$ cat src/rtl/spm_pkg.sv
`timescale 1ns/1ps
package spm_pkg;
  localparam int CTRL_W = 7;
  localparam logic ADDR_CTRL = 1'b0;
  localparam logic ADDR_SRC  = 1'b1;

  // Bit 0 is at the bottom of the packed struct
  typedef struct packed {
    logic ilace;     // 6
    logic odd_only;  // 5
    logic fr_en;     // 4
    logic vneg;      // 3
    logic freeze;    // 2
    logic start;     // 1
    logic oneshot;   // 0
  } ctrl_t;
endpackage

$ cat src/rtl/spm_rst_sync.sv
`timescale 1ns/1ps
module spm_rst_sync (
  input  logic clk,
  input  logic rst_n_i,
  output logic rst_n_o
);
  logic [1:0] stage_q;

  always_ff @(posedge clk or negedge rst_n_i) begin
    if (!rst_n_i) stage_q <= 2'b00;
    else          stage_q <= {stage_q[0], 1'b1};
  end

  assign rst_n_o = stage_q[1];
endmodule

$ cat src/rtl/spm_regs.sv
`timescale 1ns/1ps
module spm_regs
  import spm_pkg::*;
#(
  parameter int SEL_W = 4
) (
  input  logic             clk,
  input  logic             rst_n,
  input  logic             wr_en,
  input  logic             wr_addr,
  input  logic [7:0]       wr_data,
  input  logic             done_i,
  output ctrl_t            ctrl_o,
  output logic [SEL_W-1:0] sel_o
);
  ctrl_t            ctrl_q, ctrl_d;
  logic [SEL_W-1:0] sel_q, sel_d;
  logic             ctrl_wr, sel_wr, start_q;

  always_comb begin
    ctrl_wr = wr_en && (wr_addr == ADDR_CTRL);
    sel_wr  = wr_en && (wr_addr == ADDR_SRC);
    ctrl_d  = ctrl_q;
    sel_d   = sel_q;
    if (done_i)  ctrl_d.start = 1'b0;
    if (ctrl_wr) ctrl_d = ctrl_t'(wr_data[CTRL_W-1:0]);
    if (sel_wr)  sel_d  = wr_data[SEL_W-1:0];
  end

  always_ff @(posedge clk or negedge rst_n) begin
    if (!rst_n) begin
      ctrl_q <= '0;
      sel_q  <= '0;
    end else begin
      if (ctrl_wr || done_i) ctrl_q <= ctrl_d;
      if (sel_wr)            sel_q  <= sel_d;
    end
  end

  assign start_q = ctrl_q.start;
  assign ctrl_o  = ctrl_q;
  assign sel_o   = sel_q;

  // the start bit drops only at completion or by a write
  assert_start_clear_R5: assert property (@(posedge clk) disable iff (!rst_n)
    $fell(start_q) |-> $past(done_i || (wr_en && wr_addr == ADDR_CTRL)));

  // the start bit holds while no completion and no write occur
  assert_start_hold_R5: assert property (@(posedge clk) disable iff (!rst_n)
    (start_q && !done_i && !(wr_en && wr_addr == ADDR_CTRL)) |=> start_q);
endmodule

$ cat src/rtl/spm_src.sv
`timescale 1ns/1ps
module spm_src #(
  parameter int NUM_SRC = 13,
  parameter int SEL_W   = 4
) (
  input  logic               clk,
  input  logic               rst_n,
  input  logic [NUM_SRC-1:0] src_i,
  input  logic [SEL_W-1:0]   sel_i,
  input  logic               vsync_i,
  input  logic               vneg_i,
  output logic               hedge_o,
  output logic               vevt_o
);
  localparam int NUM_CODES = 1 << SEL_W;

  logic [NUM_CODES-1:0] padded;
  logic                 sel_bit, h_prev_q, v_prev_q;

  for (genvar g = 0; g < NUM_CODES; g++) begin : g_pad
    if (g < NUM_SRC) begin : g_live
      assign padded[g] = src_i[g];
    end else begin : g_tie
      assign padded[g] = 1'b0;
    end
  end

  assign sel_bit = padded[sel_i];

  always_ff @(posedge clk or negedge rst_n) begin
    if (!rst_n) begin
      h_prev_q <= 1'b0;
      v_prev_q <= 1'b0;
    end else begin
      h_prev_q <= sel_bit;
      v_prev_q <= vsync_i;
    end
  end

  always_comb begin
    hedge_o = sel_bit & ~h_prev_q;
    vevt_o  = vneg_i ? (v_prev_q & ~vsync_i) : (~v_prev_q & vsync_i);
  end

  // a rising-edge detector never fires on two consecutive cycles
  assert_hedge_single_R2: assert property (@(posedge clk) disable iff (!rst_n)
    hedge_o |=> !hedge_o);

  // a steady reserved code yields no horizontal events
  assert_reserved_quiet_R4: assert property (@(posedge clk) disable iff (!rst_n)
    ((sel_i >= SEL_W'(NUM_SRC)) && $stable(sel_i)) |=> (!hedge_o || (sel_i < SEL_W'(NUM_SRC))));
endmodule

$ cat src/rtl/spm_core.sv
`timescale 1ns/1ps
module spm_core
  import spm_pkg::*;
#(
  parameter int CLK_W  = 16,
  parameter int LINE_W = 12
) (
  input  logic              clk,
  input  logic              rst_n,
  input  logic              hedge_i,
  input  logic              vevt_i,
  input  logic              odd_i,
  input  logic              odd_present_i,
  input  ctrl_t             ctrl_i,
  output logic              done_o,
  output logic [CLK_W-1:0]  hclk_o,
  output logic [LINE_W-1:0] lines_o,
  output logic              poll_o
);
  localparam logic [CLK_W-1:0]  CMAX = '1;
  localparam logic [LINE_W-1:0] LMAX = '1;

  logic [CLK_W-1:0]  cnt_q, cnt_d, per_q, per_d, hclk_q, hclk_d, per_commit;
  logic [LINE_W-1:0] line_q, line_d, lines_q, lines_d, lines_commit;
  logic hseen_q, hseen_d, valid_q, valid_d, armed_q, armed_d, poll_q, poll_d;
  logic active, open_evt, close_evt, window_evt, valid_commit, hold_res, res_en;

  always_comb begin
    active     = ctrl_i.oneshot ? ctrl_i.start : ctrl_i.fr_en;
    open_evt   = active & vevt_i & ~armed_q;
    close_evt  = active & vevt_i & armed_q;
    window_evt = open_evt | close_evt;

    // clocks since the last horizontal edge, saturating
    cnt_d = hedge_i ? CLK_W'(1) : ((cnt_q == CMAX) ? cnt_q : cnt_q + 1'b1);
    per_d = hedge_i ? cnt_q : per_q;

    // a coincident edge belongs to the closing window
    per_commit   = hedge_i ? cnt_q : per_q;
    lines_commit = (hedge_i && line_q != LMAX) ? line_q + 1'b1 : line_q;
    valid_commit = valid_q | (hedge_i & hseen_q);

    hseen_d = hseen_q;
    valid_d = valid_q;
    line_d  = line_q;
    if (window_evt) begin
      hseen_d = hedge_i;
      valid_d = 1'b0;
      line_d  = '0;
    end else if (hedge_i) begin
      hseen_d = 1'b1;
      valid_d = valid_q | hseen_q;
      if (armed_q && line_q != LMAX) line_d = line_q + 1'b1;
    end

    hold_res = (~ctrl_i.oneshot & ctrl_i.freeze)
             | (ctrl_i.ilace & ctrl_i.odd_only & odd_present_i & ~odd_i)
             | ~valid_commit;
    res_en  = close_evt & ~hold_res;
    hclk_d  = per_commit;
    lines_d = lines_commit;
    poll_d  = poll_q ^ close_evt;

    if (!active)                          armed_d = 1'b0;
    else if (open_evt)                    armed_d = 1'b1;
    else if (close_evt && ctrl_i.oneshot) armed_d = 1'b0;
    else                                  armed_d = armed_q;

    done_o = close_evt & ctrl_i.oneshot;
  end

  always_ff @(posedge clk or negedge rst_n) begin
    if (!rst_n) begin
      cnt_q   <= '0;
      per_q   <= '0;
      line_q  <= '0;
      hseen_q <= 1'b0;
      valid_q <= 1'b0;
      armed_q <= 1'b0;
      poll_q  <= 1'b0;
      hclk_q  <= '0;
      lines_q <= '0;
    end else begin
      cnt_q   <= cnt_d;
      per_q   <= per_d;
      line_q  <= line_d;
      hseen_q <= hseen_d;
      valid_q <= valid_d;
      armed_q <= armed_d;
      if (close_evt) poll_q <= poll_d;
      if (res_en) begin
        hclk_q  <= hclk_d;
        lines_q <= lines_d;
      end
    end
  end

  assign hclk_o  = hclk_q;
  assign lines_o = lines_q;
  assign poll_o  = poll_q;

  // results move only on a cycle after a vertical event
  assert_result_on_vevt_R2: assert property (@(posedge clk) disable iff (!rst_n)
    (hclk_q != $past(hclk_q) || lines_q != $past(lines_q)) |-> $past(vevt_i));

  // a frozen closing event keeps results and still toggles the flag
  assert_freeze_hold_R6: assert property (@(posedge clk) disable iff (!rst_n)
    (close_evt && !ctrl_i.oneshot && ctrl_i.freeze) |=>
      ($stable(hclk_q) && $stable(lines_q) && (poll_q != $past(poll_q))));

  // an even field under the odd-only rule leaves results unchanged
  assert_odd_only_R7: assert property (@(posedge clk) disable iff (!rst_n)
    (vevt_i && ctrl_i.ilace && ctrl_i.odd_only && odd_present_i && !odd_i) |=>
      ($stable(hclk_q) && $stable(lines_q)));

  // saturated counters do not wrap
  assert_line_sat_R8: assert property (@(posedge clk) disable iff (!rst_n)
    (line_q == LMAX && !window_evt) |=> (line_q == LMAX));
  assert_clk_sat_R8: assert property (@(posedge clk) disable iff (!rst_n)
    (cnt_q == CMAX && !hedge_i) |=> (cnt_q == CMAX));

  // the polling flag toggles only after a vertical event
  assert_poll_on_vevt_R10: assert property (@(posedge clk) disable iff (!rst_n)
    (poll_q != $past(poll_q)) |-> $past(vevt_i));
endmodule

$ cat src/rtl/sync_period_meter.sv
`timescale 1ns/1ps
module sync_period_meter
  import spm_pkg::*;
#(
  parameter int NUM_SRC = 13,
  parameter int SEL_W   = 4,
  parameter int CLK_W   = 16,
  parameter int LINE_W  = 12
) (
  input  logic               clk,
  input  logic               rst_n,
  input  logic               wr_en,
  input  logic               wr_addr,
  input  logic [7:0]         wr_data,
  input  logic [NUM_SRC-1:0] hsrc_i,
  input  logic               vsync_i,
  input  logic               odd_field_i,
  input  logic               odd_present_i,
  output logic [CLK_W-1:0]   hclk_count_o,
  output logic [LINE_W-1:0]  line_count_o,
  output logic               poll_o,
  output logic [CTRL_W-1:0]  ctrl_o,
  output logic [SEL_W-1:0]   src_sel_o
);
  logic             rst_ns, hedge, vevt, done;
  ctrl_t            ctrl;
  logic [SEL_W-1:0] sel;

  spm_rst_sync u_rst (
    .clk     (clk),
    .rst_n_i (rst_n),
    .rst_n_o (rst_ns)
  );

  spm_regs #(.SEL_W(SEL_W)) u_regs (
    .clk     (clk),
    .rst_n   (rst_ns),
    .wr_en   (wr_en),
    .wr_addr (wr_addr),
    .wr_data (wr_data),
    .done_i  (done),
    .ctrl_o  (ctrl),
    .sel_o   (sel)
  );

  spm_src #(.NUM_SRC(NUM_SRC), .SEL_W(SEL_W)) u_src (
    .clk     (clk),
    .rst_n   (rst_ns),
    .src_i   (hsrc_i),
    .sel_i   (sel),
    .vsync_i (vsync_i),
    .vneg_i  (ctrl.vneg),
    .hedge_o (hedge),
    .vevt_o  (vevt)
  );

  spm_core #(.CLK_W(CLK_W), .LINE_W(LINE_W)) u_core (
    .clk           (clk),
    .rst_n         (rst_ns),
    .hedge_i       (hedge),
    .vevt_i        (vevt),
    .odd_i         (odd_field_i),
    .odd_present_i (odd_present_i),
    .ctrl_i        (ctrl),
    .done_o        (done),
    .hclk_o        (hclk_count_o),
    .lines_o       (line_count_o),
    .poll_o        (poll_o)
  );

  assign ctrl_o    = ctrl;
  assign src_sel_o = sel;
endmodule

$ cat config.mk
export PLATFORM = sky130hd
export DESIGN_NAME = sync_period_meter
export DESIGN_NICKNAME = d
export VERILOG_FILES = /design/src/rtl/spm_pkg.sv /design/src/rtl/spm_rst_sync.sv /design/src/rtl/spm_regs.sv /design/src/rtl/spm_src.sv /design/src/rtl/spm_core.sv /design/src/rtl/sync_period_meter.sv
export SDC_FILE = /design/constraint.sdc
export NUM_CORES = 1
export LEC_CHECK = 0
export BUFFER_PORTS_ARGS = -buffer_cell sky130_fd_sc_hd__buf_2
export CORE_MARGIN = 2
export CORE_UTILIZATION = 50
export DETAILED_ROUTE_END_ITERATION = 12
export PLACE_DENSITY = 0.83
export SLEW_MARGIN = 20
export SYNTH_ARGS = -nofsm -noshare
export SYNTH_HDL_FRONTEND = slang
export SYNTH_HIERARCHICAL = 1
export SYNTH_SLANG_ARGS = --single-unit
export TNS_END_PERCENT = 20
$ cat constraint.sdc
create_clock -name clk -period 6.2 [get_ports clk]
set_input_delay 0.62 -clock clk [delete_from_list [all_inputs] [get_ports clk]]
set_output_delay 0.62 -clock clk [all_outputs]
set_load 0.03 [all_outputs]
==> metrics <==
run status finished clean; Post-synth EDFFs 0; maxcap violations 0; DR pass1 iterations 4; Final setup viols 0; post-cts repair resize count 0; CP Data Arrival Time 3.60 ns; Reg clk slew, reported paths roughly 0.1 ns; Setup Fix Bufs, Post-CTS 0; Die Width 98.7 microns; # diodes 0; Least-Margin Pin Slew 1.12 ns; dpl ws 2.79 ns; largest net degree at the start of global routing 90; worst hold path class in2async; total CTS buffers 9; minimum clock period 3.35 ns; cell count after synthesis 377; H-tree depth 3; root buffer cell clkbuf_8; GRT Total Usage 19.5%; Iteration-0 DRC Markers just over 300; asr flop ratio synth 100%; I/O pins 68; Skew-Pair Late Insertion Delay 0.36 ns; drt drc 0; post-DP HPWL between 5 and 6 mm; Core Area between 8000 and 9000 sq um; ys flop type dfrtp_1; maximum vdd ir drop between 0.00015 and 0.0002 V; Die Area 9740 sq um; non-filler instance count after layout 547; global-route wire length before repair 15.3 mm; clk_skew 0.0156 ns; final worst slack 2.85 ns; Yosys top cell area share a little over 50%; Initial Util 51.4%; cts hold-fix bufs 0; Yosys warnings 6; Syn-to-layout area delta 12.1%; Power Dens Cells 330 nW/um^2; initial antenna violation count 0; detailed-route vias per instance 6.00; Synth area leaders dfrtp_1 (51%), mux2_2 (8.0%), mux2_4 (7.4%), a21oi_1 (3.2%), o21ai_0 (1.7%); CP Launch Type flip-flop; netlist area before placement between 4000 and 5000 sq um; Syn Nets 407; via count 3283; leakage power 2.31 nW; post-DR wirelength/cell 16.4 microns; largest area contributor in the netlist dfrtp_1; Nets 464; Design Area, Final 5030 sq um; share of post-route cells with drive strength above 1 34.2%; clock buffer depth 2; Die H about 100 microns; Seq/Total Area, Yosys 50.8%; fin crit share 54.0%; Setup crit end kind flip-flop; Syn Area/Cell between 10 and 15 sq um; Final Slew Violations 0; CTS tree yes; Buffers on Ports 66; critical path class reg2reg; grt total ovfl 0; number of synthesized register bits between 90 and 100; WHS 0.0149 ns; number of global-route vias before repair 3211; worst slew margin relative to its limit 24.6%; synth unique cells 59; Crit Path Max Fanout 45; Placement Cell Area 4820 sq um; Max Clk Rate around 300 MHz; Fin Setup TNS 0 ns; WL final 8.97 mm; Final GP Congestion 0.888; Clock Sinks 91; Fin. Hold Viols 0; Rows 34; Final ANT Viol Nets 0; cell count after placement 531; CP required 6.45 ns; unrepaired setup endpoints after global routing no
-- flip-flops by register name (all words and copies together), names as in the netlist --
register,flops
u_core/hseen_q,1
u_core/lines_o,12
u_core/line_q,12
u_core/hclk_o,16
u_rst/stage_q,2
u_regs/sel_o,4
u_core/armed_q,1
u_core/valid_q,1
u_src/v_prev_q,1
u_regs/start_q,1
u_src/h_prev_q,1
u_core/cnt_q,16
u_regs/ctrl_o,6
u_core/poll_o,1
u_core/per_q,16
-- worst paths after layout --
path | slack (ns) | cells after the start | to | start
min in group clk | 0.37 | 0 | u_rst/stage_q[1] | u_rst/stage_q[0]
max reg2reg | 2.85 | 8 | u_core/hclk_o[1] | u_regs/sel_o[0]
min | 0.01 | 1 | u_rst/stage_q[1] | rst_n
min reg2reg | 0.37 | 0 | u_rst/stage_q[1] | u_rst/stage_q[0]
max in group asynchronous | 5.18 | 1 | u_core/cnt_q[10] | u_rst/stage_q[1]
max | 2.85 | 8 | u_core/hclk_o[1] | u_regs/sel_o[0]
-- logic make-up after synthesis --
kind of cell,count (synthesis),synth area share (%)
simple gates,112,15.0
flops,91,50.8
compound gates,80,11.6
mux,60,17.4
buf+inv,28,3.94
xor+xnor,3,0.586
fa+ha+maj,2,0.558
other cells,1,0.0837
-- per-layer routing --
metal | GRT usage (%) | part of all wire [%] | vias to the layer above
met5 | 0 | 0 | -
met2 | 30.0 | 47 | 123
met1 | 27.0 | 45 | 1620
met3 | 5.11 | 6.3 | 11
li1 | - | - | 1529
met4 | 6.53 | 1.3 | 0
-- cells in the mapped netlist (8+ instances only) --
cell type	n
or4_1	8
nand2_1	19
o31ai_1	9
mux2_2	32
nor2_1	11
nor3_1	10
nand4_1	10
a21oi_1	29
dfrtp_1	91
nand3_1	11
o21ai_0	15
or3_1	12
a31oi_1	11
mux2_4	22
-- power breakdown --
part	leakage (nW)	internal, W	switching (W)
sequential	1.20	0.000694	0.0000880
combinational	1.01	0.000182	0.000292
clock	0.0923	0.000188	0.000214
total	2.31	0.00106	0.000594
-- critical path, stage by stage (launching register included) --
cell	delay [ns]
dfrtp_1	0.48
mux4_1	0.36
nor2_1	0.07
o41ai_4	0.29
buf_4	0.48
a21oi_1	0.21
nor3_4	0.39
and2_4	0.50
mux2_2	0.39
-- layout make-up --
type	instances	area [sq um]
clock buffer	9	124
tap	108	135
fill	700	3690
inverter	6	22.5
multi-input combinational	258	2040
clock inverter	7	75.1
sequential	91	2280
timing repair buffer	68	349
-- cells in the final DEF, fill, tap and decap left out, types with 9 or more instances in the layout --
cell type | synthesis | layout
nor2_1 | 11 | 11
nand3_1 | 11 | 11
a21oi_1 | 29 | 29
clkbuf_8 | 0 | 9
buf_2 | 5 | 66
nor3_1 | 10 | 10
mux2_2 | 32 | 32
o21ai_0 | 15 | 15
mux2_4 | 22 | 22
nand2_1 | 19 | 19
a31oi_1 | 11 | 11
o31ai_1 | 9 | 9
nand4_1 | 10 | 10
or3_1 | 12 | 12
dfrtp_1 | 91 | 90
-- stage by stage --
stage	utilization, %	power, W
5_1_grt	57.6	0.00174
3_5_place_dp	55.3	0.00126
6_report	57.6	0.00166
4_1_cts	57.6	0.00167
3_3_place_gp	55.3	0.00124
2_1_floorplan	-	0.00114
Note: power is estimated with default switching activity, not from simulation.
